<file path="src/rtl/cmdif_pkg.sv">
package cmdif_pkg;

    localparam int REG_COUNT = 18;
    localparam int ADDR_W    = 5;

    typedef enum logic [2:0] {
        S_CMD,
        S_RD_HDR,
        S_WR_HDR,
        S_READ,
        S_WRITE
    } cmd_state_e;

    typedef struct packed {
        logic wakeup;
        logic powerdown;
        logic reset;
        logic start;
        logic stop;
        logic sys_offset;
        logic sys_gain;
        logic self_offset;
        logic read_data;
    } cmd_strobe_t;

    function automatic logic [7:0] reg_reset_value(input int unsigned idx);
        case (idx)
            1:       return 8'h80;
            2:       return 8'h01;
            4:       return 8'h14;
            5:       return 8'h10;
            7:       return 8'hFF;
            9:       return 8'h10;
            15:      return 8'h40;
            default: return 8'h00;
        endcase
    endfunction

endpackage

</file>
<file path="src/rtl/cmdif_serial.sv">
module cmdif_serial #(
    parameter int SYNC_STAGES = 2
) (
    input  logic       clk,
    input  logic       rst_n,
    input  logic       cs_n,
    input  logic       sclk,
    input  logic       din,
    output logic       sel,
    output logic       sclk_fall,
    output logic       byte_done,
    output logic [7:0] byte_val
);
    localparam int TOP = SYNC_STAGES - 1;

    logic [TOP:0] cs_pipe, ck_pipe, di_pipe;
    logic         ck_last;
    logic         ck_rise;
    logic [2:0]   bit_cnt;
    logic [6:0]   acc;

    always_ff @(posedge clk or negedge rst_n) begin
        if (!rst_n) begin
            cs_pipe <= '1;
            ck_pipe <= '0;
            di_pipe <= '0;
            ck_last <= 1'b0;
        end else begin
            cs_pipe <= {cs_pipe[TOP-1:0], cs_n};
            ck_pipe <= {ck_pipe[TOP-1:0], sclk};
            di_pipe <= {di_pipe[TOP-1:0], din};
            ck_last <= ck_pipe[TOP];
        end
    end

    assign sel       = !cs_pipe[TOP];
    assign ck_rise   = sel && ck_pipe[TOP] && !ck_last;
    assign sclk_fall = sel && !ck_pipe[TOP] && ck_last;

    always_ff @(posedge clk or negedge rst_n) begin
        if (!rst_n) begin
            bit_cnt   <= '0;
            acc       <= '0;
            byte_done <= 1'b0;
            byte_val  <= '0;
        end else begin
            byte_done <= 1'b0;
            if (!sel) begin
                bit_cnt <= '0;
            end else if (ck_rise) begin
                acc     <= {acc[5:0], di_pipe[TOP]};
                bit_cnt <= bit_cnt + 3'd1;
                if (bit_cnt == 3'd7) begin
                    byte_done <= 1'b1;
                    byte_val  <= {acc, di_pipe[TOP]};
                end
            end
        end
    end

endmodule

</file>
<file path="src/rtl/cmdif_txshift.sv">
module cmdif_txshift #(
    parameter int DATA_W = 16
) (
    input  logic              clk,
    input  logic              rst_n,
    input  logic              sel,
    input  logic              shift_pulse,
    input  logic              load,
    input  logic [DATA_W-1:0] load_val,
    input  logic              load_fresh,
    output logic              dout
);
    logic [DATA_W-1:0] sr;
    logic              fresh;

    always_ff @(posedge clk or negedge rst_n) begin
        if (!rst_n) begin
            sr    <= '0;
            fresh <= 1'b0;
        end else if (load) begin
            sr    <= load_val;
            fresh <= load_fresh;
        end else if (!sel) begin
            fresh <= 1'b0;
        end else if (shift_pulse) begin
            if (fresh) fresh <= 1'b0;
            else       sr    <= {sr[DATA_W-2:0], 1'b0};
        end
    end

    assign dout = sr[DATA_W-1];

endmodule

</file>
<file path="src/rtl/cmdif_regbank.sv">
module cmdif_regbank
    import cmdif_pkg::*;
#(
    parameter logic [7:0] DEV_ID = 8'h0C
) (
    input  logic                   clk,
    input  logic                   rst_n,
    input  logic                   wr_en,
    input  logic [ADDR_W-1:0]      addr,
    input  logic [7:0]             wr_data,
    output logic [7:0]             rd_data,
    output logic [REG_COUNT*8-1:0] regs_flat
);
    for (genvar i = 0; i < REG_COUNT; i++) begin : g_reg
        if (i == 0) begin : g_id
            assign regs_flat[7:0] = DEV_ID;
        end else begin : g_rw
            logic [7:0] q;
            always_ff @(posedge clk or negedge rst_n) begin
                if (!rst_n)                              q <= reg_reset_value(i);
                else if (wr_en && addr == ADDR_W'(i))    q <= wr_data;
            end
            assign regs_flat[i*8 +: 8] = q;
        end
    end

    always_comb begin
        rd_data = 8'h00;
        for (int i = 0; i < REG_COUNT; i++) begin
            if (addr == ADDR_W'(i)) rd_data = regs_flat[i*8 +: 8];
        end
    end

endmodule

</file>
<file path="src/rtl/cmdif_fsm.sv">
module cmdif_fsm
    import cmdif_pkg::*;
#(
    parameter int DATA_W = 16
) (
    input  logic              clk,
    input  logic              rst_n,
    input  logic              sel,
    input  logic              byte_done,
    input  logic [7:0]        byte_val,
    input  logic              conv_ready,
    input  logic [DATA_W-1:0] conv_word,
    input  logic [7:0]        rd_data,
    output logic [ADDR_W-1:0] reg_addr,
    output logic              wr_en,
    output logic [7:0]        wr_data,
    output cmd_strobe_t       strobe,
    output logic              load,
    output logic [DATA_W-1:0] load_val,
    output logic              load_fresh,
    output logic              busy,
    output cmd_state_e        state,
    output logic [DATA_W-1:0] result_hold
);
    localparam int PAD_W = DATA_W - 8;

    cmd_state_e        state_nx;
    logic [ADDR_W-1:0] addr_q, cnt_q;
    logic              take;

    assign take     = sel && byte_done;
    assign busy     = (state != S_CMD);
    assign reg_addr = addr_q;

    always_ff @(posedge clk or negedge rst_n) begin
        if (!rst_n) state <= S_CMD;
        else        state <= state_nx;
    end

    always_comb begin
        state_nx = state;
        if (!sel) begin
            state_nx = S_CMD;
        end else if (byte_done) begin
            unique case (state)
                S_CMD: begin
                    if (byte_val[7:5] == 3'b001)      state_nx = S_RD_HDR;
                    else if (byte_val[7:5] == 3'b010) state_nx = S_WR_HDR;
                end
                S_RD_HDR: state_nx = S_READ;
                S_WR_HDR: state_nx = S_WRITE;
                S_READ:   if (cnt_q == '0) state_nx = S_CMD;
                S_WRITE:  if (cnt_q == '0) state_nx = S_CMD;
                default:  state_nx = S_CMD;
            endcase
        end
    end

    always_ff @(posedge clk or negedge rst_n) begin
        if (!rst_n) begin
            addr_q      <= '0;
            cnt_q       <= '0;
            result_hold <= '0;
        end else begin
            if (conv_ready && !busy) result_hold <= conv_word;
            if (take) begin
                unique case (state)
                    S_CMD:    addr_q <= byte_val[ADDR_W-1:0];
                    S_RD_HDR: begin
                        cnt_q  <= byte_val[ADDR_W-1:0];
                        addr_q <= addr_q + 1'b1;
                    end
                    S_WR_HDR: cnt_q <= byte_val[ADDR_W-1:0];
                    S_READ, S_WRITE: begin
                        addr_q <= addr_q + 1'b1;
                        if (cnt_q != '0) cnt_q <= cnt_q - 1'b1;
                    end
                    default: ;
                endcase
            end
        end
    end

    always_comb begin
        strobe     = '0;
        wr_en      = 1'b0;
        wr_data    = byte_val;
        load       = 1'b0;
        load_val   = conv_word;
        load_fresh = 1'b0;
        if (take) begin
            unique case (state)
                S_CMD: begin
                    unique casez (byte_val)
                        8'b0000_001?: strobe.wakeup      = 1'b1;
                        8'b0000_010?: strobe.powerdown   = 1'b1;
                        8'b0000_011?: strobe.reset       = 1'b1;
                        8'b0000_100?: strobe.start       = 1'b1;
                        8'b0000_101?: strobe.stop        = 1'b1;
                        8'h16:        strobe.sys_offset  = 1'b1;
                        8'h17:        strobe.sys_gain    = 1'b1;
                        8'h19:        strobe.self_offset = 1'b1;
                        8'b0001_001?: begin
                            strobe.read_data = 1'b1;
                            load             = 1'b1;
                            load_val         = result_hold;
                            load_fresh       = 1'b1;
                        end
                        default: ;
                    endcase
                end
                S_RD_HDR: begin
                    load       = 1'b1;
                    load_val   = {rd_data, {PAD_W{1'b0}}};
                    load_fresh = 1'b1;
                end
                S_READ: begin
                    load       = 1'b1;
                    load_val   = (cnt_q == '0) ? '0 : {rd_data, {PAD_W{1'b0}}};
                    load_fresh = 1'b1;
                end
                S_WRITE: wr_en = 1'b1;
                default: ;
            endcase
        end
        if (!load && conv_ready && !busy) begin
            load       = 1'b1;
            load_val   = conv_word;
            load_fresh = 1'b0;
        end
    end

endmodule

</file>
<file path="src/rtl/cmdif_top.sv">
module cmdif_top #(
    parameter int         DATA_W      = 16,
    parameter logic [7:0] DEV_ID      = 8'h0C,
    parameter int         SYNC_STAGES = 2
) (
    input  logic                              clk,
    input  logic                              rst_n,
    input  logic                              cs_n,
    input  logic                              sclk,
    input  logic                              din,
    input  logic                              conv_ready,
    input  logic [DATA_W-1:0]                 conv_word,
    output logic                              dout,
    output logic                              cmd_wakeup,
    output logic                              cmd_powerdown,
    output logic                              cmd_reset,
    output logic                              cmd_start,
    output logic                              cmd_stop,
    output logic                              cmd_sys_offset,
    output logic                              cmd_sys_gain,
    output logic                              cmd_self_offset,
    output logic                              cmd_read_data,
    output logic [cmdif_pkg::REG_COUNT*8-1:0] regs_flat
);
    import cmdif_pkg::*;

    logic              sel, sclk_fall, byte_done;
    logic [7:0]        byte_val, rd_data, wr_data;
    logic [ADDR_W-1:0] reg_addr;
    logic              wr_en, load, load_fresh, busy;
    logic [DATA_W-1:0] load_val, result_hold;
    cmd_strobe_t       strobe;
    cmd_state_e        state;

    cmdif_serial #(.SYNC_STAGES(SYNC_STAGES)) u_serial (
        .clk(clk), .rst_n(rst_n), .cs_n(cs_n), .sclk(sclk), .din(din),
        .sel(sel), .sclk_fall(sclk_fall), .byte_done(byte_done), .byte_val(byte_val)
    );

    cmdif_fsm #(.DATA_W(DATA_W)) u_fsm (
        .clk(clk), .rst_n(rst_n), .sel(sel), .byte_done(byte_done), .byte_val(byte_val),
        .conv_ready(conv_ready), .conv_word(conv_word), .rd_data(rd_data),
        .reg_addr(reg_addr), .wr_en(wr_en), .wr_data(wr_data), .strobe(strobe),
        .load(load), .load_val(load_val), .load_fresh(load_fresh), .busy(busy),
        .state(state), .result_hold(result_hold)
    );

    cmdif_regbank #(.DEV_ID(DEV_ID)) u_bank (
        .clk(clk), .rst_n(rst_n), .wr_en(wr_en), .addr(reg_addr), .wr_data(wr_data),
        .rd_data(rd_data), .regs_flat(regs_flat)
    );

    cmdif_txshift #(.DATA_W(DATA_W)) u_tx (
        .clk(clk), .rst_n(rst_n), .sel(sel), .shift_pulse(sclk_fall), .load(load),
        .load_val(load_val), .load_fresh(load_fresh), .dout(dout)
    );

    assign cmd_wakeup      = strobe.wakeup;
    assign cmd_powerdown   = strobe.powerdown;
    assign cmd_reset       = strobe.reset;
    assign cmd_start       = strobe.start;
    assign cmd_stop        = strobe.stop;
    assign cmd_sys_offset  = strobe.sys_offset;
    assign cmd_sys_gain    = strobe.sys_gain;
    assign cmd_self_offset = strobe.self_offset;
    assign cmd_read_data   = strobe.read_data;

endmodule

</file>
<file path="config.mk">
export PLATFORM = sky130hd
export DESIGN_NAME = cmdif_top
export DESIGN_NICKNAME = d
export VERILOG_FILES = /design/src/rtl/cmdif_pkg.sv /design/src/rtl/cmdif_serial.sv /design/src/rtl/cmdif_txshift.sv /design/src/rtl/cmdif_regbank.sv /design/src/rtl/cmdif_fsm.sv /design/src/rtl/cmdif_top.sv
export SDC_FILE = /design/constraint.sdc
export NUM_CORES = 1
export LEC_CHECK = 0
export BUFFER_PORTS_ARGS = -buffer_cell sky130_fd_sc_hd__buf_2
export CAP_MARGIN = 0
export CELL_PAD_IN_SITES_DETAIL_PLACEMENT = 1
export CELL_PAD_IN_SITES_GLOBAL_PLACEMENT = 1
export CORE_ASPECT_RATIO = 1.4
export CORE_MARGIN = 3
export CORE_UTILIZATION = 32
export CTS_BUF_LIST = sky130_fd_sc_hd__clkbuf_4 sky130_fd_sc_hd__clkbuf_8 sky130_fd_sc_hd__clkbuf_16
export CTS_CLUSTER_DIAMETER = 60
export DETAILED_ROUTE_END_ITERATION = 8
export GPL_TIMING_DRIVEN = 0
export PLACE_DENSITY_LB_ADDON = 0.1
export SKIP_CTS_REPAIR_TIMING = 1
export SYNTH_ARGS = -nofsm -noshare
export SYNTH_HDL_FRONTEND = slang
export SYNTH_SLANG_ARGS = --single-unit
</file>
<file path="constraint.sdc">
create_clock -name clk -period 2.6 [get_ports clk]
set_input_delay 0.65 -clock clk [delete_from_list [all_inputs] [get_ports clk]]
set_output_delay 0.65 -clock clk [all_outputs]
set_load 0.05 [all_outputs]
</file>
==> metrics <==
CP Capture Type output port; Worst Tran Pin Value 1.066 ns; io pins 176; IO buf count 167; worst r2r src u_fsm.reg_addr[2]$_DFFE_PN0P_; Final HPWL DP roughly 30000 um; CP bufs+invs 3; total of max-cap violations 0; largest net degree at the start of global routing 116; Fillers between 3000 and 4000; Worst setup startpoint u_fsm.state[1]$_DFFE_PN0P_; count of final setup violators 9; CP dominant cell by count buf_6; GRT Util Overall 0.2321; f_max 322.1 MHz; layout cells sized above 1 0.4097; number of synthesized flops with an enable pin 0; die area 0.03533 mm^2; final period utilization 1.194; first-pass GRT wire length just over 60000 um; Final Hold Fails 0; async set-or-reset flop fraction in the synthesized netlist 1.000; num rows 78; Cell variety after synth 85; WP data arrival about 2.5 ns; synthesized area 0.01059 mm^2; Starting Density 0.3257; initial antenna violation count 0; placed insts around 1600; prevailing post-synth register cell dfrtp_1; Total Neg Setup Slack -3.535 ns; CTS tree done; GPL Wtd Cong 0.8572; fin. max-slew vios 0; P_leak between 6 and 7 nW; Commonest cells post-synth dfrtp_1 (191), nand2_1 (137), mux2_2 (136); CP Cell Sequence buf_6 > or3_4 > nor2_4 > nand3b_1 > buf_4 > nor3_4 > buf_6; top-count cell post-synth dfrtp_1; DR iter-0 viols 497; vias in the first global route ~9500; deepest clock path buffer count 3; Worst-Skew Late Latency 0.55 ns; pre-CTS WS -1.221 ns; minimum clock period roughly 3.1 ns; area leader, netlist dfrtp_1; htree depth 1; clk sinks between 200 and 250; DR WL/cell 25.04 um; Peak VDD IR 400.1 uV; number of antenna diodes 0; status finished, violations left; final setup margin -0.5048 ns; critical path type register to output port; Via density 5.333; Slew HR 0.2894; Core Region 0.03250 mm^2; Die Y 221.2 um; area grow syn2layout 26.75%; CP Data Required Time 1.95 ns; Final Non-Filler Cells 1680; total CTS buffers 25; syn avg cell area 10.59 um^2; Die W 159.7 um; violated checks setup timing; max incr delay on CP 0.43 ns; Crit path max-delay family simple AND/OR/NAND/NOR gates; CTS clk-pin slew, worst paths 0.06 ns; Pre-Repair DR Iteration Count 5; sequential-to-total area share from yosys stat 0.4937; RSZ-0062 raised after global routing yes; Post-Route WL 42070 um; skew final 0.01805 ns; Worst path slowest cell dfrtp_2; Synth Register Bits about 210; crit path max fanout 4; worst hold path class primary input to asynchronous set/reset pin; DR vias 8959; leading post-synthesis cells by cell area dfrtp_1 (45%), mux2_2 (14%), nand2_1 (4.9%); CP Launch Type register; Routed Antenna Nets 0; CTS root buf clkbuf_16; PD cells around 540 mW/mm^2; GRT overflow 0; Post-layout nets ~1300; Ys Warns 0; top cell type's share of synthesized area 0.4515; synthesized instance count 1000; detailed-route DRC error count 0
-- where the power goes --
group / switching, mW / leakage (nW) / internal [mW] / total (mW)
clock network: 1.45 / 0.412 / 2.08 / 3.53
logic: 0.193 / 3.33 / 0.124 / 0.317
registers: 0.0596 / 2.75 / 3.34 / 3.40
total: 1.70 / 6.49 / 5.54 / 7.25
-- per-layer routing --
| metal | up-vias | track usage | wire length [um] |
|---|---|---|---|
| li1 | 4042 | - | - |
| met1 | 4645 | 0.2700 | 16710 |
| met2 | 201 | 0.4286 | 22310 |
| met3 | 71 | 0.02959 | 1440 |
| met4 | 0 | 0.09296 | 1616 |
| met5 | - | 0 | 0 |
-- final cells by class --
class	instances	area, um^2	share of cell area
flip-flops and latches	208	5231	0.3899
multi-input cells	702	5162	0.3848
repair buffers	190	1106	0.08244
clock buffers	35	738.2	0.05502
well taps	440	550.5	0.04103
plain buffers	75	457.9	0.03413
clock inverters	10	91.34	0.006808
inverters	20	78.83	0.005875
-- metrics by stage --
stage / instance area (um^2) / utilization / hold WS (ns) / total power [mW]
finish: 13420 / 0.4128 / 0.1252 / 7.246
floorplan: 10680 / - / 0.3312 / 3.628
global placement: 12060 / 0.3712 / 0.3358 / 3.767
global route: 13420 / 0.4128 / 0.1882 / 7.525
detailed placement: 12100 / 0.3723 / 0.3402 / 3.784
CTS: 12930 / 0.3979 / 0.1643 / 7.355
-- cells in the final DEF (no fill, tap or decap), types with 8 or more instances in the layout --
cell	count
dfrtp_1	187
buf_2	174
mux2_2	136
nand2_1	135
o21ai_0	60
nor2_1	47
a21oi_1	37
buf_4	35
clkbuf_16	25
mux2i_1	22
clkbuf_1	21
inv_1	19
nor3_1	18
dfstp_2	17
buf_6	15
nand3_1	13
clkbuf_4	12
o211ai_1	11
a31oi_1	10
nor2b_1	9
nand3b_1	8
a221oi_1	8
o22ai_1	8
conb_1	8
-- cells by family after synthesis --
kind of cell	Yosys count	share of synthesized area
compound gates	218	0.1369
xor+xnor	2	0.001655
fa+ha+maj	9	0.01064
buf+inv	96	0.04267
flops	208	0.4937
mux	159	0.1669
other cells	2	0.0007095
simple gates	306	0.1468
-- flip-flops by register name, summed over array words and instances (netlist names) --
signal / flops
u_bank.g.g_rw.q: 136
u_fsm.result_hold: 16
u_tx.sr: 16
u_serial.byte_val: 8
u_serial.acc: 7
u_fsm.cnt_q: 5
u_fsm.reg_addr: 5
u_fsm.state: 3
u_serial.bit_cnt: 3
u_serial.ck_pipe: 2
u_serial.cs_pipe: 2
u_serial.di_pipe: 2
u_serial.byte_done: 1
u_serial.ck_last: 1
u_tx.fresh: 1
-- worst paths after layout --
| path | to | slack [ns] | cells after the start |
|---|---|---|---|
| max in group asynchronous | u_bank.g_reg[12].g_rw.q[3]$_DFFE_PN0P_ | 1.43 | 2 |
| hold reg to reg | u_serial.ck_pipe[1]$_DFF_PN0_ | 0.35 | 0 |
| setup reg to reg | u_tx.sr[9]$_DFFE_PN0P_ | 0.01 | 11 |
| min in group clk | u_serial.cs_pipe[0]$_DFF_PN1_ | 0.22 | 1 |
| setup / recovery | cmd_stop | -0.50 | 7 |
| hold / removal | u_fsm.cnt_q[0]$_DFFE_PN0P_ | 0.13 | 1 |
-- worst reg2reg max path: cells and delay by family, from the launching register on --
kind | cells | cell delay (ns)
fa+ha+maj | 1 | 0.20
buf+inv | 5 | 1.05
simple gates | 2 | 0.35
flops | 1 | 0.32
compound gates | 3 | 0.56
Note: power is estimated with default switching activity, not from simulation.
